--- src/rtl/combo_lock_pkg.sv ---
package combo_lock_pkg;

  localparam int BCD_W = 4;

  // Button indices inside the front-end array
  localparam int KEY_INC = 0;
  localparam int KEY_CFM = 1;
  localparam int KEY_CHK = 2;
  localparam int N_KEYS  = 3;

  // Next value of a decimal digit, wrapping 9 back to 0
  function automatic logic [BCD_W-1:0] bcd_next(input logic [BCD_W-1:0] d);
    return (d >= 4'd9) ? 4'd0 : d + 4'd1;
  endfunction

  // Digit-wise equality of two packed decimal codes
  function automatic logic codes_equal(input logic [63:0] a,
                                       input logic [63:0] b,
                                       input int          n_digits);
    logic eq;
    eq = 1'b1;
    for (int i = 0; i < n_digits; i++) begin
      if (a[i*BCD_W +: BCD_W] != b[i*BCD_W +: BCD_W]) eq = 1'b0;
    end
    return eq;
  endfunction

endpackage

--- src/rtl/lock_debounce.sv ---
module lock_debounce #(
  parameter int SYNC_STAGES = 2,
  parameter int DEB_TICKS   = 29
) (
  input  logic clk,
  input  logic rst,
  input  logic sample_tick,
  input  logic key_n,
  output logic press_pulse
);
  localparam int CW = $clog2(DEB_TICKS + 1);
  localparam logic [CW-1:0] LAST = CW'(DEB_TICKS - 1);

  logic [SYNC_STAGES-1:0] sync_q;
  logic [CW-1:0]          cnt_q;
  logic                   level_q;
  logic                   level_d1_q;
  logic                   key_down;

  // Synchronizer chain, idles released (high)
  always_ff @(posedge clk) begin
    if (rst) sync_q <= '1;
    else     sync_q <= {sync_q[SYNC_STAGES-2:0], key_n};
  end

  assign key_down = ~sync_q[SYNC_STAGES-1];

  always_ff @(posedge clk) begin
    if (rst) begin
      cnt_q      <= '0;
      level_q    <= 1'b0;
      level_d1_q <= 1'b0;
    end else begin
      level_d1_q <= level_q;
      if (!key_down) begin
        cnt_q   <= '0;
        level_q <= 1'b0;
      end else if (sample_tick) begin
        if (cnt_q == LAST) level_q <= 1'b1;
        else               cnt_q   <= cnt_q + 1'b1;
      end
    end
  end

  assign press_pulse = level_q & ~level_d1_q;

  AST_PULSE_SINGLE: assert property (@(posedge clk) disable iff (rst)
    press_pulse |=> !press_pulse);
  AST_RELEASE_DROPS: assert property (@(posedge clk) disable iff (rst)
    !key_down |=> !level_q);
  AST_NO_TICK_NO_RISE: assert property (@(posedge clk) disable iff (rst)
    (!sample_tick && !level_q) |=> !level_q);

endmodule

--- src/rtl/lock_entry.sv ---
module lock_entry
  import combo_lock_pkg::*;
#(
  parameter int DIGITS = 4,
  localparam int CODE_W = DIGITS * BCD_W
) (
  input  logic              clk,
  input  logic              rst,
  input  logic              sess_en,
  input  logic              inc_pulse,
  input  logic              cfm_pulse,
  output logic [CODE_W-1:0] code
);
  logic [BCD_W-1:0] dig_q [DIGITS];

  // Newest digit: the decimal counter
  always_ff @(posedge clk) begin
    if (rst || !sess_en)  dig_q[0] <= '0;
    else if (inc_pulse)   dig_q[0] <= bcd_next(dig_q[0]);
  end

  // Older digits: the shift history
  for (genvar g = 1; g < DIGITS; g++) begin : g_hist
    always_ff @(posedge clk) begin
      if (rst || !sess_en) dig_q[g] <= '0;
      else if (cfm_pulse)  dig_q[g] <= dig_q[g-1];
    end
  end

  for (genvar g = 0; g < DIGITS; g++) begin : g_pack
    assign code[g*BCD_W +: BCD_W] = dig_q[g];
    AST_DIGIT_DECIMAL: assert property (@(posedge clk) disable iff (rst)
      dig_q[g] <= 4'd9);
  end

  AST_WRAP: assert property (@(posedge clk) disable iff (rst)
    (sess_en && inc_pulse && code[3:0] == 4'd9) |=> code[3:0] == 4'd0);
  AST_STEP: assert property (@(posedge clk) disable iff (rst)
    (sess_en && inc_pulse && code[3:0] < 4'd9) |=> code[3:0] == $past(code[3:0]) + 4'd1);
  AST_SHIFT: assert property (@(posedge clk) disable iff (rst)
    (sess_en && cfm_pulse) |=> code[CODE_W-1:BCD_W] == $past(code[CODE_W-BCD_W-1:0]));
  AST_NEWEST_KEPT: assert property (@(posedge clk) disable iff (rst)
    (sess_en && !inc_pulse) |=> $stable(code[3:0]));
  AST_CLEAR: assert property (@(posedge clk) disable iff (rst)
    !sess_en |=> code == '0);

endmodule

--- src/rtl/lock_codestore.sv ---
module lock_codestore
  import combo_lock_pkg::*;
#(
  parameter int DIGITS = 4,
  localparam int CODE_W = DIGITS * BCD_W,
  parameter logic [CODE_W-1:0] RESET_CODE = 16'h8374
) (
  input  logic              clk,
  input  logic              rst,
  input  logic              sess_en,
  input  logic              chg_code,
  input  logic [CODE_W-1:0] entry,
  output logic [CODE_W-1:0] stored
);
  logic load_now;
  assign load_now = chg_code & sess_en;

  always_ff @(posedge clk) begin
    if (rst)           stored <= RESET_CODE;
    else if (load_now) stored <= entry;
  end

  AST_LOAD: assert property (@(posedge clk) disable iff (rst)
    (chg_code && sess_en) |=> stored == $past(entry));
  AST_HOLD: assert property (@(posedge clk) disable iff (rst)
    !(chg_code && sess_en) |=> $stable(stored));

endmodule

--- src/rtl/lock_verdict.sv ---
module lock_verdict
  import combo_lock_pkg::*;
#(
  parameter int DIGITS = 4,
  localparam int CODE_W = DIGITS * BCD_W
) (
  input  logic              clk,
  input  logic              rst,
  input  logic              sess_en,
  input  logic              chk_pulse,
  input  logic [CODE_W-1:0] entry,
  input  logic [CODE_W-1:0] stored,
  output logic              match,
  output logic              unlocked,
  output logic              alarm
);
  logic chk_seen_q;   // a comparison was captured last cycle
  logic decided;      // one of the verdicts is already set
  logic same_code;

  assign same_code = codes_equal(64'(entry), 64'(stored), DIGITS);
  assign decided   = unlocked | alarm;

  always_ff @(posedge clk) begin
    if (rst || !sess_en) begin
      chk_seen_q <= 1'b0;
      match      <= 1'b0;
    end else begin
      chk_seen_q <= chk_pulse;
      if (chk_pulse) match <= same_code;
    end
  end

  always_ff @(posedge clk) begin
    if (rst || !sess_en) begin
      unlocked <= 1'b0;
      alarm    <= 1'b0;
    end else if (chk_seen_q && !decided) begin
      unlocked <= match;
      alarm    <= ~match;
    end
  end

  AST_EXCLUSIVE: assert property (@(posedge clk) disable iff (rst)
    !(unlocked && alarm));
  AST_STICKY_UNLOCK: assert property (@(posedge clk) disable iff (rst)
    (unlocked && sess_en) |=> unlocked);
  AST_STICKY_ALARM: assert property (@(posedge clk) disable iff (rst)
    (alarm && sess_en) |=> alarm);
  AST_VERDICT_OPEN: assert property (@(posedge clk) disable iff (rst)
    (chk_seen_q && !decided && sess_en && match) |=> unlocked);
  AST_VERDICT_ALARM: assert property (@(posedge clk) disable iff (rst)
    (chk_seen_q && !decided && sess_en && !match) |=> alarm);
  AST_MATCH_HOLD: assert property (@(posedge clk) disable iff (rst)
    (sess_en && !chk_pulse) |=> $stable(match));
  AST_SESSION_CLEAR: assert property (@(posedge clk) disable iff (rst)
    !sess_en |=> (!unlocked && !alarm && !match));

endmodule

--- src/rtl/combo_lock.sv ---
module combo_lock
  import combo_lock_pkg::*;
#(
  parameter int DIGITS      = 4,
  parameter int SYNC_STAGES = 2,
  parameter int DEB_TICKS   = 29,
  localparam int CODE_W = DIGITS * BCD_W,
  parameter logic [CODE_W-1:0] RESET_CODE = 16'h8374
) (
  input  logic              clk,
  input  logic              rst,
  input  logic              sample_tick,
  input  logic              sess_en,
  input  logic              chg_code,
  input  logic              key_inc_n,
  input  logic              key_cfm_n,
  input  logic              key_chk_n,
  output logic [CODE_W-1:0] entry_code,
  output logic              match,
  output logic              unlocked,
  output logic              alarm
);
  logic [N_KEYS-1:0] raw_keys_n;
  logic [N_KEYS-1:0] key_pulse;
  logic [CODE_W-1:0] stored_code;

  assign raw_keys_n[KEY_INC] = key_inc_n;
  assign raw_keys_n[KEY_CFM] = key_cfm_n;
  assign raw_keys_n[KEY_CHK] = key_chk_n;

  for (genvar k = 0; k < N_KEYS; k++) begin : g_key
    lock_debounce #(
      .SYNC_STAGES (SYNC_STAGES),
      .DEB_TICKS   (DEB_TICKS)
    ) u_deb (
      .clk         (clk),
      .rst         (rst),
      .sample_tick (sample_tick),
      .key_n       (raw_keys_n[k]),
      .press_pulse (key_pulse[k])
    );
  end

  lock_entry #(.DIGITS(DIGITS)) u_entry (
    .clk       (clk),
    .rst       (rst),
    .sess_en   (sess_en),
    .inc_pulse (key_pulse[KEY_INC]),
    .cfm_pulse (key_pulse[KEY_CFM]),
    .code      (entry_code)
  );

  lock_codestore #(.DIGITS(DIGITS), .RESET_CODE(RESET_CODE)) u_store (
    .clk      (clk),
    .rst      (rst),
    .sess_en  (sess_en),
    .chg_code (chg_code),
    .entry    (entry_code),
    .stored   (stored_code)
  );

  lock_verdict #(.DIGITS(DIGITS)) u_verdict (
    .clk       (clk),
    .rst       (rst),
    .sess_en   (sess_en),
    .chk_pulse (key_pulse[KEY_CHK]),
    .entry     (entry_code),
    .stored    (stored_code),
    .match     (match),
    .unlocked  (unlocked),
    .alarm     (alarm)
  );

endmodule

--- config.mk ---
export PLATFORM = sky130hd
export DESIGN_NAME = combo_lock
export DESIGN_NICKNAME = d
export VERILOG_FILES = /design/src/rtl/combo_lock_pkg.sv /design/src/rtl/lock_debounce.sv /design/src/rtl/lock_entry.sv /design/src/rtl/lock_codestore.sv /design/src/rtl/lock_verdict.sv /design/src/rtl/combo_lock.sv
export SDC_FILE = /design/constraint.sdc
export NUM_CORES = 1
export LEC_CHECK = 0
export BUFFER_PORTS_ARGS = -buffer_cell sky130_fd_sc_hd__buf_2
export CELL_PAD_IN_SITES_DETAIL_PLACEMENT = 2
export CELL_PAD_IN_SITES_GLOBAL_PLACEMENT = 2
export CORE_UTILIZATION = 33
export CTS_CLUSTER_SIZE = 12
export DETAILED_ROUTE_END_ITERATION = 8
export GPL_TIMING_DRIVEN = 0
export PLACE_DENSITY = 0.76
export SLEW_MARGIN = 20
export SYNTH_ARGS = -nofsm -noshare
export SYNTH_HDL_FRONTEND = slang
export SYNTH_SLANG_ARGS = --single-unit
--- constraint.sdc ---
create_clock -name clk -period 1.7 [get_ports clk]
set_input_delay 0.17 -clock clk [delete_from_list [all_inputs] [get_ports clk]]
set_output_delay 0.17 -clock clk [all_outputs]
set_load 0.02 [all_outputs]
==> results.yml <==
grt:
  grt_pass1_wl_mm: 10.8
  grt.total_usage_pct: 16.8
  grt_pass1_vias: 2184
  grt_overflow_total: 0
  grt_max_degree: 13
  antenna_found_initial: 0
setup_path:
  cp.arrival_ns: 1.74
  worst_setup_path_start_kind: "flop"
  end_kind: "flop"
  critical-path-max-stage-delay_ns: 0.45
  crit_top_cell: "nor2_1"
  crit_type: "reg2reg"
  crit_fanout: 4
  cp_slowest_cell: "edfxtp_1"
  required_ns: 1.90
  crit_buf_inv: 0
  crit_chain: "ha_1, nor2_1, nand2_1, a211o_1, nor2_1"
  cp_top_family: "flip-flops"
logic_synthesis:
  yosysSeqAreaShare_pct: 53.2
  syn_avg_cell_area_um2: 9.62
  yosys.area.top_type_share_pct: 35.2
  post_synth_num_cell_types: 30
  syn-cell-area_um2: 2670
  yosys.area.top_type: "dfxtp_1"
  synth_area_leaders: "dfxtp_1 35%, edfxtp_1 18%, xor2_1 6.6%"
  ys_ff_latch: 63
  synth_fp_nets: 295
  synthCells: 278
  synth_warnings: 0
routing:
  ant_nets: 0
  routed.top_layer: "met4"
  drt-total-wl_mm: 6.42
  first_iter_violations: 28
  drc: 0
  dr.pass1.iters: 5
  wl_per_cell_um: 15.0
  wl_met2_mm: 3.11
  m1WireLength_mm: 3.04
  wl_met3_um: 181
  num_vias: 2029
  routed_via_density: 4.75
power:
  pwr-share-clk_pct: 39.0
  power_leakage_uw: 0.00127
  power_switching_uw: 722
  ir_drop_v: 0.000316
  swShare_pct: 24.1
  p_per_area_nw_per_um2: 950
  internal_power_uw: 2270
  pwr-share-comb_pct: 6.9
  power.total_uw: 2990
  seq_power_share_pct: 54.1
cts:
  htree_num_levels: 3
  numCtsBuffers: 9
  root_buffer: "clkbuf_8"
  cts.repair.resized: 0
  cts_buffer_depth: 2
  cts.clk_slew.worst_paths_ns: 0.07
  insertion_delay_ns: 0.35
  cts_sinks: 63
  cts_tree: "built"
floorplanning:
  initial_core_util_pct: 34.4
  die-area_um2: 8470
  io_pins: 27
  die_w_um: 92.0
  dieHeight_um: 92.0
  fp.coreArea_um2: 7770
  rows: 32
placed_design:
  gp_congestion: 0.737
  place_ws_ns: 0.0317
  hpwl_mm: 4.50
  dpl_cell_area_um2: 2930
  io_buffers: 26
sta:
  setup_slack_ns: 0.156
  drv_slew: 0
  final_hold_viol_count: 0
  tns_ns: 0
  setup_viol: 0
  timing.final.crit_period_ns: 1.54
  fin_skew_ns: 0.0132
  fin_crit_sh_pct: 90.8
  grt_setup_unrepaired: "no"
  tightest_slew_ns: 0.594
  slew_headroom_pct: 60.3
  max_freq_mhz: 648
final_layout:
  antennaDiodeCount: 0
  drive_above_1_share_pct: 18.5
  layout_common_cells: "47 x dfxtp_1, 42 x nand2_1, 29 x buf_2"
  nets: 337
  syn_to_final_growth_pct: 17.6
  final_common_cell: "dfxtp_1"
  stdcell_area_um2: 3150
  finish.utilization_pct: 40.5
worst_hold_path:
  hold_path_class: "in2reg"
run_status:
  status: "finished clean"
run:
  drv_cap: 0
repair_timing:
action                                  4_1_cts  5_1_grt
endpoints found under the hold margin         1        1
endpoints found under the setup margin        1        4
hold buffers                                  1        1
buffers inserted                              1        2
per-stage QoR:
step	hold WS, ns	instances
finish	0.0224	427
global route	0.0191	427
CTS	0.00142	424
detailed placement	0.358	406
global placement	0.356	406
floorplan	0.274	278
Yosys cell counts (all sizes together):
cell    number
xnor2        7
nor2b        4
ha           9
nand3b       7
a211o        1
a21oi       19
or2          9
or3          3
nor4         3
buf          4
nand4        7
inv         13
a31oi        1
nand2b       4
o21ai        4
nand3       12
and2        14
edfxtp      16
dfxtp       47
clkbuf       7
nor3         3
nand2       42
xor2        20
nor2        22
worst paths after layout:
path                                 start                        to  slack (ns)  cells after the start
hold reg to reg   g_key[0].u_deb.sync_q[0]  g_key[0].u_deb.sync_q[1]        0.41                      1
setup / recovery       u_entry.dig_q[0][0]       u_entry.dig_q[0][1]        0.16                      5
setup reg to reg       u_entry.dig_q[0][0]       u_entry.dig_q[0][1]        0.16                      5
hold / removal                   key_cfm_n  g_key[1].u_deb.sync_q[0]        0.02                      2
power by group through the flow:
stage | clock (uW) | combinational (uW) | sequential, uW
3_5_place_dp | 0 | 197 | 1650
4_1_cts | 1200 | 204 | 1620
6_report | 1170 | 207 | 1620
3_3_place_gp | 0 | 189 | 1650
2_1_floorplan | 0 | 108 | 1660
5_1_grt | 1260 | 230 | 1620
layer usage:
layer  up-vias  GRT usage (%)
met5         -              0
met4         0           7.29
met3        11           4.15
met2        32           27.2
met1       991           21.1
li1        995              -
cells by family (layout without fill, tap and decap cells):
logic type               after synthesis  count (layout)  synth area share [%]
buffers and inverters                 24              71                  3.84
flip-flops                            63              63                  53.2
AND/OR/NAND/NOR                      130             130                  25.1
adder cells (fa/ha/maj)                9               9                  4.21
XOR/XNOR                              27              27                  8.84
AO/OA/AOI/OAI                         25              25                  4.87
state kept, by name, indices dropped and copies added, names as in the netlist:
name                    flops
g_key.u_deb.cnt_q          15
g_key.u_deb.level_d1_q      3
g_key.u_deb.level_q         3
g_key.u_deb.sync_q          6
u_entry.dig_q              16
u_store.stored             16
u_verdict.alarm             1
u_verdict.chk_seen_q        1
u_verdict.match             1
u_verdict.unlocked          1
final cells by class:
cell class,count,area [um^2]
buffer,11,53.8
clock buffer,15,166
clock inverter,1,5.00
fill,873,4620
inverter,13,48.8
multi-input combinational,191,1150
sequential,63,1420
tap,102,128
timing repair buffer,31,173
(Power assumes the default switching activity.)
